[config.mk]
export PLATFORM = sky130hd
export DESIGN_NAME = cfg_dclk_gen
export DESIGN_NICKNAME = d
export VERILOG_FILES = /design/src/rtl/cfgdclk_pkg.sv /design/src/rtl/cfgdclk_ctrl_regs.sv /design/src/rtl/cfgdclk_pulse_gen.sv /design/src/rtl/cfgdclk_word_ser.sv /design/src/rtl/cfg_dclk_gen.sv
export SDC_FILE = /design/constraint.sdc
export NUM_CORES = 1
export LEC_CHECK = 0
export CAP_MARGIN = 5
export CORE_MARGIN = 5
export CORE_UTILIZATION = 46
export DETAILED_ROUTE_END_ITERATION = 7
export HOLD_SLACK_MARGIN = 0.08
export PLACE_DENSITY = 0.83
export SETUP_SLACK_MARGIN = 0.4
export SLEW_MARGIN = 30
export SYNTH_ARGS = -nofsm -noshare
export SYNTH_HDL_FRONTEND = slang
export SYNTH_SLANG_ARGS = --single-unit
[constraint.sdc]
create_clock -name clk -period 1.9 [get_ports clk]
set_input_delay 0.19 -clock clk [delete_from_list [all_inputs] [get_ports clk]]
set_output_delay 0.19 -clock clk [all_outputs]
set_load 0.02 [all_outputs]
[src/rtl/cfgdclk_pkg.sv]
package cfgdclk_pkg;

  // Register byte offsets; the count and status offsets are fixed by software.
  localparam logic [7:0] OFS_CTRL  = 8'h04;
  localparam logic [7:0] OFS_COUNT = 8'h08;
  localparam logic [7:0] OFS_STAT  = 8'h0C;
  localparam logic [7:0] OFS_DATA  = 8'h10;

  // Bit positions inside the control word
  localparam int CB_EN    = 0;
  localparam int CB_NCE   = 1;
  localparam int CB_PULL  = 2;
  localparam int CB_RATLO = 6;
  localparam int CB_XFER  = 8;
  localparam int CB_WIDE  = 9;

  typedef struct packed {
    logic       wide;   // 1: 32-bit bus, 0: 16-bit bus
    logic       xfer;   // data words accepted onto the bus
    logic [1:0] ratio;  // log2 of pulses per beat
    logic       pull;
    logic       nce;
    logic       en;
  } ctrl_t;

  localparam ctrl_t CTRL_RESET = '{wide: 1'b0, xfer: 1'b0, ratio: 2'd0,
                                   pull: 1'b0, nce: 1'b1, en: 1'b0};

  function automatic logic [3:0] beat_pulses(input logic [1:0] r);
    return 4'd1 << r;
  endfunction

endpackage

[src/rtl/cfgdclk_ctrl_regs.sv]
module cfgdclk_ctrl_regs
  import cfgdclk_pkg::*;
#(
  parameter int DATA_W = 32
) (
  input  logic              clk,
  input  logic              rst_n,
  input  logic              ctrl_we,
  input  logic              stat_we,
  input  logic [DATA_W-1:0] wdata,
  input  logic              burst_fin,
  output ctrl_t             ctrl,
  output logic              done
);

  ctrl_t ctrl_q;
  logic  done_q;

  // Bits with no field in either register
  logic unused_wdata_bits;
  assign unused_wdata_bits = ^{wdata[DATA_W-1:CB_WIDE+1], wdata[CB_RATLO-1:CB_PULL+1]};

  always_ff @(posedge clk or negedge rst_n) begin
    if (!rst_n) begin
      ctrl_q <= CTRL_RESET;
    end else if (ctrl_we) begin
      ctrl_q.en    <= wdata[CB_EN];
      ctrl_q.nce   <= wdata[CB_NCE];
      ctrl_q.pull  <= wdata[CB_PULL];
      ctrl_q.ratio <= wdata[CB_RATLO+1:CB_RATLO];
      ctrl_q.xfer  <= wdata[CB_XFER];
      ctrl_q.wide  <= wdata[CB_WIDE];
    end
  end

  // Completion flag: a finishing burst outranks a same-cycle clear.
  always_ff @(posedge clk or negedge rst_n) begin
    if (!rst_n) begin
      done_q <= 1'b0;
    end else if (burst_fin) begin
      done_q <= 1'b1;
    end else if (stat_we && wdata[0]) begin
      done_q <= 1'b0;
    end
  end

  assign ctrl = ctrl_q;
  assign done = done_q;

endmodule

[src/rtl/cfgdclk_pulse_gen.sv]
module cfgdclk_pulse_gen #(
  parameter int CNT_W = 16
) (
  input  logic             clk,
  input  logic             rst_n,
  input  logic             start,
  input  logic [CNT_W-1:0] n_pulses,
  output logic             dclk,
  output logic             busy,
  output logic             tick,
  output logic             last
);

  logic             busy_q;
  logic             high_q;
  logic [CNT_W-1:0] left_q;

  // Each pulse: one low cycle then one high cycle.
  always_ff @(posedge clk or negedge rst_n) begin
    if (!rst_n) begin
      busy_q <= 1'b0;
      high_q <= 1'b0;
      left_q <= '0;
    end else if (!busy_q) begin
      if (start) begin
        busy_q <= 1'b1;
        high_q <= 1'b0;
        left_q <= n_pulses;
      end
    end else if (!high_q) begin
      high_q <= 1'b1;
    end else begin
      high_q <= 1'b0;
      left_q <= left_q - 1'b1;
      if (left_q == CNT_W'(1)) busy_q <= 1'b0;
    end
  end

  assign dclk = busy_q & high_q;
  assign busy = busy_q;
  assign tick = dclk;
  assign last = dclk && (left_q == CNT_W'(1));

endmodule

[src/rtl/cfgdclk_word_ser.sv]
module cfgdclk_word_ser
  import cfgdclk_pkg::*;
#(
  parameter int DATA_W = 32
) (
  input  logic              clk,
  input  logic              rst_n,
  input  logic              load,
  input  logic [DATA_W-1:0] word,
  input  logic              wide,
  input  logic [1:0]        ratio,
  input  logic              tick,
  output logic [DATA_W-1:0] data_out
);

  localparam int HALF_W = DATA_W / 2;

  logic [DATA_W-1:0] word_q;
  logic              wide_q;
  logic [3:0]        per_beat_q;
  logic [3:0]        cnt_q;
  logic              upper_q;

  always_ff @(posedge clk or negedge rst_n) begin
    if (!rst_n) begin
      word_q     <= '0;
      wide_q     <= 1'b1;
      per_beat_q <= 4'd1;
      cnt_q      <= '0;
      upper_q    <= 1'b0;
    end else if (load) begin
      word_q     <= word;
      wide_q     <= wide;
      per_beat_q <= beat_pulses(ratio);
      cnt_q      <= '0;
      upper_q    <= 1'b0;
    end else if (tick) begin
      if (cnt_q == per_beat_q - 4'd1) begin
        cnt_q   <= '0;
        upper_q <= 1'b1;
      end else begin
        cnt_q <= cnt_q + 4'd1;
      end
    end
  end

  always_comb begin
    if (wide_q) begin
      data_out = word_q;
    end else if (upper_q) begin
      data_out = {{HALF_W{1'b0}}, word_q[DATA_W-1:HALF_W]};
    end else begin
      data_out = {{HALF_W{1'b0}}, word_q[HALF_W-1:0]};
    end
  end

endmodule

[src/rtl/cfg_dclk_gen.sv]
module cfg_dclk_gen
  import cfgdclk_pkg::*;
#(
  parameter int ADDR_W = 5,
  parameter int DATA_W = 32,
  parameter int CNT_W  = 16
) (
  input  logic              clk,
  input  logic              rst_n,
  input  logic              wr_valid,
  output logic              wr_ready,
  input  logic [ADDR_W-1:0] wr_addr,
  input  logic [DATA_W-1:0] wr_data,
  input  logic [1:0]        wr_nbytes,
  output logic              cfg_en,
  output logic              cfg_nce,
  output logic              cfg_nconfig_pull,
  output logic              dclk,
  output logic [DATA_W-1:0] cfg_data,
  output logic              burst_done
);

  localparam int NBYTES = DATA_W / 8;

  ctrl_t             ctrl;
  logic              busy, tick, last;
  logic              hit_ctrl, hit_count, hit_stat, hit_data;
  logic              acc, start_word, start_burst, burst_fin;
  logic              burst_mode_q;
  logic [CNT_W-1:0]  count_val, word_pulses, n_pulses;
  logic [DATA_W-1:0] masked;

  assign hit_ctrl  = (wr_addr == OFS_CTRL[ADDR_W-1:0]);
  assign hit_count = (wr_addr == OFS_COUNT[ADDR_W-1:0]);
  assign hit_stat  = (wr_addr == OFS_STAT[ADDR_W-1:0]);
  assign hit_data  = (wr_addr == OFS_DATA[ADDR_W-1:0]);

  // Status writes bypass the back-pressure.
  assign wr_ready = !busy || hit_stat;
  assign acc      = wr_valid && wr_ready;

  assign count_val   = wr_data[CNT_W-1:0];
  assign start_word  = acc && hit_data && ctrl.xfer;
  assign start_burst = acc && hit_count && (count_val != '0);

  // Partial final word: keep only the low wr_nbytes bytes.
  for (genvar b = 0; b < NBYTES; b++) begin : g_mask
    assign masked[8*b +: 8] = ((wr_nbytes == 2'd0) || (int'(wr_nbytes) > b))
                              ? wr_data[8*b +: 8] : 8'h00;
  end

  assign word_pulses = ctrl.wide ? CNT_W'(beat_pulses(ctrl.ratio))
                                 : CNT_W'(beat_pulses(ctrl.ratio)) << 1;
  assign n_pulses    = start_burst ? count_val : word_pulses;

  always_ff @(posedge clk or negedge rst_n) begin
    if (!rst_n) begin
      burst_mode_q <= 1'b0;
    end else if (start_word || start_burst) begin
      burst_mode_q <= start_burst;
    end
  end

  assign burst_fin = last && burst_mode_q;

  cfgdclk_ctrl_regs #(.DATA_W(DATA_W)) u_regs (
    .clk       (clk),
    .rst_n     (rst_n),
    .ctrl_we   (acc && hit_ctrl),
    .stat_we   (acc && hit_stat),
    .wdata     (wr_data),
    .burst_fin (burst_fin),
    .ctrl      (ctrl),
    .done      (burst_done)
  );

  cfgdclk_pulse_gen #(.CNT_W(CNT_W)) u_pulse (
    .clk      (clk),
    .rst_n    (rst_n),
    .start    (start_word || start_burst),
    .n_pulses (n_pulses),
    .dclk     (dclk),
    .busy     (busy),
    .tick     (tick),
    .last     (last)
  );

  cfgdclk_word_ser #(.DATA_W(DATA_W)) u_ser (
    .clk      (clk),
    .rst_n    (rst_n),
    .load     (start_word),
    .word     (masked),
    .wide     (ctrl.wide),
    .ratio    (ctrl.ratio),
    .tick     (tick && !burst_mode_q),
    .data_out (cfg_data)
  );

  assign cfg_en           = ctrl.en;
  assign cfg_nce          = ctrl.nce;
  assign cfg_nconfig_pull = ctrl.pull;

endmodule

; Word level (Yosys, flattened, before mapping)
; Cells that the tools add are included.
[word_totals]
out_inout_bits = 38
in_bits = 42
regBits = 69
[classes]
bitwise = 1
magnitude_cmp = 3
n_addsub = 3
mux = 26
reduce_logical = 26
eq_ne = 7
n_shift = 1
[ops]
columns = op, count
row1 = 16-bit two-way mux, 5
row2 = 32-bit two-way mux, 1
row3 = 8-bit two-way mux, 4
row4 = "16-bit by 1-bit == test with 1-bit output, second input constant", 1
row5 = 16-bit nonzero test, 1
row6 = "16-bit by 1-bit subtractor with 16-bit output, second input constant", 1
row7 = 1-bit two-way mux, 12
row8 = 4-bit two-way mux, 3
row9 = 1-bit logical AND, 11
row10 = "5-bit by 4-bit == test with 1-bit output, second input constant", 2
row11 = 2-bit nonzero test, 4
row12 = "5-bit by 3-bit == test with 1-bit output, second input constant", 1
row13 = "5-bit == test, second input constant", 1
row14 = 1-bit logical OR, 5
row15 = 5-bit two-way mux, 1
row16 = "4-bit by 1-bit adder with 4-bit output, second input constant", 1
row17 = 4-bit == test, 1
row18 = "2-bit by 1-bit greater-than comparator with 1-bit output, second input constant", 2
row19 = 2-bit AND reduction, 2
row20 = "1-bit by 2-bit << shifter with 4-bit output, first input constant", 1
row21 = "4-bit by 1-bit subtractor with 4-bit output, second input constant", 1
row22 = "2-bit greater-than comparator, second input constant", 1
row23 = 1-bit logical NOT, 2
row24 = 2-bit logical NOT, 1
row25 = other kinds (2), 2

; Longest topological paths before layout
; Gate-level depths: netlist of the first run.
[logic_depth]
word_depth = 8
mapped_depth = 8
mapped_depth_nobuf = 7

; Hierarchy
; Synthesis of the first run repeated with hierarchy kept, for this count alone.
[unflattened]
hier_cells = 388
hier_area_um2 = 4101.4
[modules_own_cells]
columns = mod, instances, cells_per_inst, seq_area_each_um2, area_per_inst_um2
row1 = cfgdclk_word_ser, 1, 153, 1053.5, 2021.9
row2 = cfgdclk_pulse_gen, 1, 139, 450.4, 1192.4
row3 = cfg_dclk_gen, 1, 78, 25.0, 558.0
row4 = cfgdclk_ctrl_regs, 1, 18, 201.4, 329.1

; Worst setup path before layout of the first run
; Ideal clock, no wire load.
[synth_timing]
kind = reg2reg
startpoint = register u_ser.per_beat_q[0]
endpoint = register u_ser.cnt_q[3]
arrival_time_ns = 1.868
setup_time_ns = 0.127
period_less_slack_ns = 1.995
setup_slack_ns = -0.095
t_required_ns = 1.773
stages_incl_launch_ff = 8
cell_sequence = dfstp_2 inv_1 ha_1 xnor2_1 or4_1 clkbuf_1 o211ai_1 a21oi_1
[synth_between]
elab_chain_cells = 5
[synth_rtl]
columns = element, line
row1 = from (decl), cfgdclk_word_ser.sv:20  ; logic [3:0] per_beat_q;
row2 = from (signal assigned), cfgdclk_word_ser.sv:34  ; per_beat_q <= beat_pulses(ratio);
row3 = 4-bit by 1-bit subtractor with 4-bit output, cfgdclk_word_ser.sv:38  ; if (cnt_q == per_beat_q - 4'd1) begin
row4 = 4-bit == test, cfgdclk_word_ser.sv:38
row5 = 4-bit two-way mux, cfgdclk_word_ser.sv:38
row6 = 4-bit two-way mux, cfgdclk_word_ser.sv:37  ; end else if (tick) begin
row7 = 4-bit two-way mux, cfgdclk_word_ser.sv:31  ; end else if (load) begin
row8 = to (signal assigned), cfgdclk_word_ser.sv:42  ; cnt_q <= cnt_q + 4'd1;
row9 = to (decl), cfgdclk_word_ser.sv:21  ; logic [3:0] cnt_q;
; No other way between the ends. The select of a mux whose other input is x is not followed.
; A chain may end at the register's enable or synchronous reset.

; Worst setup path after layout of the first run
; Same ends and word-level chain as after synthesis.

==> results by group, run 1 <==
Outcome
  • Outcome: finished, violations left
  • Failing checks: negative setup slack

Layout
  • Area growth syn-to-layout: 79.49%
  • Final #Nets: 651
  • Number of fill cells: 367
  • Share of layout cells above drive strength 1: 49.18%
  • Ant. Diodes: 0

STA
  • RSZ-0062 raised after global routing: yes
  • Final hold vios: 0
  • Final setup TNS: -0.3784 ns
  • PnR worst setup slack: -0.07390 ns
  • Period minus WS final: 1.974 ns
  • Worst Skew: 0.01135 ns
  • Period utilization: 103.9%
  • Final slew viol count: 0
  • Setup violators final: 11
  • Slew of the pin with the lowest slew margin: 0.6041 ns
  • Peak Freq: 506.6 MHz
  • Fin Hold WS: 0.2940 ns
  • Slew margin rel.: 59.42%

Yosys
  • Most frequent cells after synthesis: nand2_1, dfrtp_1, mux2_2
  • Post-synth EDFFs: 0
  • Async SR Flop Fraction: 100.0%
  • Syn. warnings: 0
  • Synth top area share: 43.39%
  • Post-synthesis sequential area ratio: 45.46%
  • Mean post-synth cell area: 9.019 sq um
  • Yosys top cell by area: dfrtp_1
  • Synth Instances: 422
  • Cells taking the most area after synthesis: dfrtp_1, nand2_1, mux2_2, nand3b_1, and2_1
  • Cell Area, Synth: 3806 sq um
  • Predominant post-synthesis flop cell: dfrtp_1
  • Syn Nets: 470
  • Netlist cell types: 57
  • Count leader, synth: nand2_1
  • Seq cells post-synth: 69

Power
  • Power Total: 7.055 mW
  • Switching Share: 40.20%
  • P_sw: 2.836 mW
  • Cell Int Power: 4.219 mW
  • PwrDens: 1033 nW/um^2
  • Leakage Power: 3.283 nW
  • VDD IR max: 968.9 uV
  • Reg power frac: 30.4%
  • Clock power share: 19.2%
  • Combinational Power Share: 50.5%

GRT
  • Largest net degree at the start of global routing: 56
  • Initial antenna violation count: 0
  • Vias in the first global route: 4502
  • Total gr overflow: 0
  • Global-route usage over all layers: 30.41%
  • Global-route wire length before repair: 23850 microns

Floorplan
  • IO Count: 80
  • DIE WIDTH: 101.0 microns
  • Die Ht: 101.0 microns
  • Core footprint: 8134 sq um
  • Starting Density: 46.79%
  • # rows: 33
  • Die area: 10190 sq um

Job
  • Max-Cap Viols: 0

Setup path
  • Reg-to-reg setup timing slack: -0.07 ns
  • Worst setup EP type: flip-flop
  • Reg2reg start: u_ser.per_beat_q[0]$_DFFE_PN1N_
  • Worst setup path class: flip-flop to flip-flop
  • Crit path DAT: 2.21 ns
  • CP Launch Type: flip-flop
  • Crit path max fanout: 6
  • FF-to-FF End: u_ser.cnt_q[3]$_DFFE_PN0P_
  • Worst path required time: 2.14 ns
  • Path depth of the worst reg2reg path: 7

Route
  • Via count: 4559
  • Wire per inst: 25.00 microns
  • DR pass1 iterations: 5
  • DRT antenna net count: 0
  • DRT iter0 DRCs: 568
  • Total routed wirelength: 17830 microns
  • Residual DRC count: 0
  • DR vias/cell: 6.394

CTS
  • Worst skew pair latency: 0.36 ns
  • CTS tree: done
  • H-tree levels: 3
  • CTS Buffer Depth: 2
  • Root Driver: clkbuf_8
  • Worst-path clk slew: 0.08 ns
  • CTS Sinks: 69
  • CTS Buf Count: 9

Min path
  • Worst Hold Class: input port to asynchronous set/reset pin

Place
  • IO buf count: 79
  • HPWL after DPL: 8190 microns
  • Gpl congestion: 0.8833
worst max-delay path: stages, from the launching register on:
cell and delay [ns]:
dfstp_2 0.56, inv_2 0.05, ha_4 0.15, xnor2_2 0.13, xnor2_1 0.15, or4_4 0.48
o211ai_1 0.25, a21oi_2 0.09
flip-flops by register name, indices dropped and copies added (netlist names):
signal	count
u_ser.upper_q	1
u_ser.cnt_q	4
u_regs.ctrl	7
u_ser.per_beat_q	4
u_pulse.busy	1
u_regs.done	1
u_ser.word_q	32
u_pulse.high_q	1
burst_mode_q	1
u_pulse.left_q	16
u_ser.wide_q	1
area by class of cell:
class | count | area (sq um) | area share, %
Tap cell | 105 | 131.4 | 1.923
Timing Repair Buffer | 191 | 2107 | 30.84
Inverter | 9 | 36.28 | 0.5311
Multi-Input combinational cell | 323 | 2609 | 38.19
Sequential cell | 69 | 1733 | 25.37
Clock inverter | 6 | 87.58 | 1.282
Clock buffer | 10 | 127.6 | 1.868
placed cells by master (no fill, tap or decap), types with 6 or more instances in the layout:
master / Yosys / final
nand2_1: 101 / 76
buf_4: 0 / 65
dfrtp_1: 66 / 64
buf_6: 1 / 58
clkdlybuf4s50_1: 0 / 38
mux2_4: 0 / 23
and2_4: 0 / 17
nand3b_1: 17 / 17
nand2_2: 0 / 13
nor2_1: 15 / 12
nand2_4: 0 / 11
buf_12: 0 / 11
a21oi_1: 17 / 10
clkbuf_8: 0 / 9
nand3_1: 17 / 8
o21ai_2: 0 / 8
a21oi_2: 0 / 7
buf_16: 0 / 7
o21ai_0: 18 / 6
nor3_1: 9 / 6
o21ai_1: 2 / 6
nand3_2: 0 / 6
how the worst max path moves through the flow:
stage	endpoint	depth (start not counted)	start	slack, ns
after floorplan	u_ser.cnt_q[3]$_DFFE_PN0P_	7	u_ser.per_beat_q[0]$_DFFE_PN1N_	0.02
after global placement	u_pulse.left_q[15]$_DFFE_PN0P_	7	wr_addr[1]	-0.31
after detailed placement	u_pulse.left_q[15]$_DFFE_PN0P_	7	wr_addr[1]	-0.36
after CTS	cfg_data[1]	4	u_ser.wide_q$_DFFE_PN1N_	-0.03
after global routing	u_ser.cnt_q[3]$_DFFE_PN0P_	7	u_ser.per_beat_q[0]$_DFFE_PN1N_	-0.12
final	u_ser.cnt_q[3]$_DFFE_PN0P_	7	u_ser.per_beat_q[0]$_DFFE_PN1N_	-0.07
stage by stage:
stage,instance area (sq um),instances,utilization [%],worst slack [ns]
finish,6832,713,83.99,-0.07390
global route,6832,713,83.99,-0.1222
CTS,6470,700,79.54,-0.03384
detailed placement,5231,639,64.31,-0.3624
global placement,5231,639,64.31,-0.3094
floorplan,4021,422,-,0.01886
power by group through the flow:
stage / Sequential, mW / Clock [mW] / Combinational [mW]
floorplan: 2.00 / 0 / 1.46
global placement: 2.03 / 0 / 2.14
detailed placement: 2.05 / 0 / 2.21
CTS: 2.06 / 1.33 / 3.09
global route: 2.14 / 1.43 / 3.68
finish: 2.14 / 1.35 / 3.56
timing repair:
item                                   CTS  global route
resized for setup                      320            63
endpoints found under the hold margin   14             0
hold buffers                             1             0
buffers inserted                        36            11
cloned                                   8             2
pin swaps                               44            42
setup endpoints to repair              107           103
logic make-up (layout without fill, tap and decap cells):
family / count (synthesis) / count (layout) / synth area share (%)
compound gates: 66 / 66 / 11.01
flops: 69 / 69 / 45.46
mux: 25 / 25 / 7.331
buf+inv: 30 / 216 / 3.320
fa+ha+maj: 6 / 6 / 1.972
xor+xnor: 8 / 8 / 1.841
simple gates: 218 / 218 / 29.06
routing by layer:
layer	part of all wire (%)	GRT usage, %	vias up
li1	-	-	1842
met1	35	35.76	2191
met2	48	52.41	373
met3	8.1	5.260	153
met4	8.8	16.77	0
met5	0	0	-
Power figures use the tool's default switching activity.
==> inputs of run 2 (changes only) <==
Settings changed: CORE_UTILIZATION 46 to 50, PLACE_DENSITY 0.83 to 0.85.
Clock period 1.9 ns to 2.2 ns, I/O delays scaled along.
==> run 2 against run 1 <==
Net effect: the flow now finishes without violations; critical path type unchanged; sequential share of layout area grew 4.7 points; sequential cell count is the same; register-to-register slack gained 0.32 ns; worst hold slack gained 0.040 ns; design area shrank 16%; core utilization shrank 5.3 points.
==> results by group, run 2 (same netlist as run 1, synthesis figures left out) <==
Outcome
  • Outcome: complete, no violations

Floorplan
  • Core footprint: 7331 sq um
  • IO Count: 80
  • DIE WIDTH: 97.25 microns
  • Die area: 9458 sq um
  • Starting Density: 51.92%
  • Die Ht: 97.25 microns
  • # rows: 31

Setup path
  • CP Launch Type: flip-flop
  • Worst path required time: 2.48 ns
  • Worst setup path class: flip-flop to flip-flop
  • Crit path DAT: 2.24 ns
  • Crit path max fanout: 7
  • Worst setup EP type: flip-flop

Place
  • Placed Cells: 618
  • Placement Setup Slack: -0.1918 ns
  • DP Area: 4990 sq um
  • HPWL after DPL: 8427 microns
  • Gpl congestion: 0.9912
  • IO buf count: 79

Route
  • DR vias/cell: 5.905
  • DR pass1 iterations: 5
  • DRT antenna net count: 0
  • DRT iter0 DRCs: 421
  • Total routed wirelength: 13150 microns
  • Via count: 3903
  • Residual DRC count: 0
  • Wire per inst: 19.90 microns

STA
  • Worst Skew: 0.008392 ns
  • Setup violators final: 0
  • Slew of the pin with the lowest slew margin: 0.6011 ns
  • Period minus WS final: 1.956 ns
  • RSZ-0062 raised after global routing: yes
  • Final slew viol count: 0
  • Final setup TNS: 0 ns
  • Peak Freq: 511.4 MHz
  • Fin Hold WS: 0.3344 ns
  • PnR worst setup slack: 0.2445 ns
  • Slew margin rel.: 59.62%
  • Period utilization: 88.89%
  • Final hold vios: 0

CTS
  • H-tree levels: 3
  • Worst skew pair latency: 0.34 ns
  • CTS Buffer Depth: 2
  • Root Driver: clkbuf_8
  • CTS tree: done
  • Worst-path clk slew: 0.08 ns
  • CTS Sinks: 69
  • CTS Buf Count: 9

Power
  • Leakage Power: 2.818 nW
  • PwrDens: 924.3 nW/um^2
  • P_sw: 2.045 mW
  • Power Total: 5.332 mW
  • Reg power frac: 34.1%
  • Clock power share: 21.7%
  • Cell Int Power: 3.286 mW
  • Combinational Power Share: 44.2%
  • VDD IR max: 752.4 uV
  • Switching Share: 38.36%

Layout
  • Area growth syn-to-layout: 51.54%
  • Most flops, register: u_ser.word_q
  • Cell area after layout: 5768 sq um
  • Most common cell after layout, fill and taps aside: nand2_1
  • Final core utilization: 78.68%
  • Multi-input combinational cell area: 2260 sq um
  • Final Non-Filler Cells: 661
  • Max reg flops: 32
  • Share of layout cells above drive strength 1: 31.73%
  • Number of fill cells: 422
  • Most frequent cells in the layout: nand2_1, dfrtp_1, buf_4
  • Reg area: 1733 sq um
  • Final #Nets: 604

GRT
  • Initial antenna violation count: 1
  • Vias in the first global route: 3739
  • Total gr overflow: 0
  • Largest net degree at the start of global routing: 51
  • Global-route wire length before repair: 19320 microns
  • Global-route usage over all layers: 25.09%

Min path
  • Worst Hold Class: input port to flip-flop

Job
  • Max-Cap Viols: 0
run 2: cell count changes in the layout (fill, tap and decap cells not counted), sizes merged:
cell / delta
bufbuf: -1
clkdlybuf4s50: -5
diode: +1
buf: -64
clkdlybuf4s15: +8
clkbuf: +8
dlygate4sd2: -2
dlymetal6s2s: +9
run 2: worst paths after layout:
path / startpoint / endpoint / slack, ns / depth (start not counted)
setup / recovery: u_pulse.busy$_DFF_PN0_ / u_pulse.left_q[15]$_DFFE_PN0P_ / 0.24 / 6
hold / removal: wr_data[10] / u_ser.word_q[10]$_DFFE_PN0N_ / 0.33 / 4
setup reg to reg: u_pulse.busy$_DFF_PN0_ / u_pulse.left_q[15]$_DFFE_PN0P_ / 0.24 / 6
hold reg to reg: u_ser.word_q[10]$_DFFE_PN0N_ / u_ser.word_q[10]$_DFFE_PN0N_ / 0.48 / 2
max in group asynchronous: rst_n / u_ser.wide_q$_DFFE_PN1N_ / 1.15 / 3
min in group asynchronous: rst_n / u_pulse.high_q$_DFFE_PN0P_ / 0.36 / 2
run 2: final cells by class:
type / instances / area share [%]
Antenna cell: 1 / 0.04338
Multi-Input combinational cell: 323 / 39.18
Tap cell: 99 / 2.148
Inverter: 9 / 0.5857
Clock buffer: 10 / 2.213
Clock inverter: 6 / 1.518
Timing Repair Buffer: 144 / 24.27
Sequential cell: 69 / 30.04
run 2: power groups by stage:
stage	sequential (mW)	clock (mW)	combinational, mW
2_1_floorplan	1.72	0	1.12
3_3_place_gp	1.76	0	1.73
3_5_place_dp	1.78	0	1.80
4_1_cts	1.76	1.15	2.00
5_1_grt	1.84	1.22	2.50
6_report	1.82	1.16	2.35
run 2: timing repair:
action	4_1_cts	5_1_grt
resized for setup	122	102
endpoints found under the setup margin	59	79
gates cloned	1	1
pin swaps	9	21
buffers inserted	9	14
hold buffers	1	0
endpoints found under the hold margin	19	0
run 2: routing by layer:
metal  vias to the layer above  track usage [%]  wire length, microns
li1                       1753                -                     -
met1                      1881            31.76                  5118
met2                       234            42.36                  6696
met3                        35            5.312                  1016
met4                         0            9.159                   320
met5                         -                0                     0
run 2: worst max-delay path: stages, from the launching register on:
cell,delay [ns]
dfrtp_2,0.49
nor4b_4,0.34
a31o_2,0.26
a22oi_2,0.07
buf_4,0.18
or4_1,0.46
nand3_1,0.08
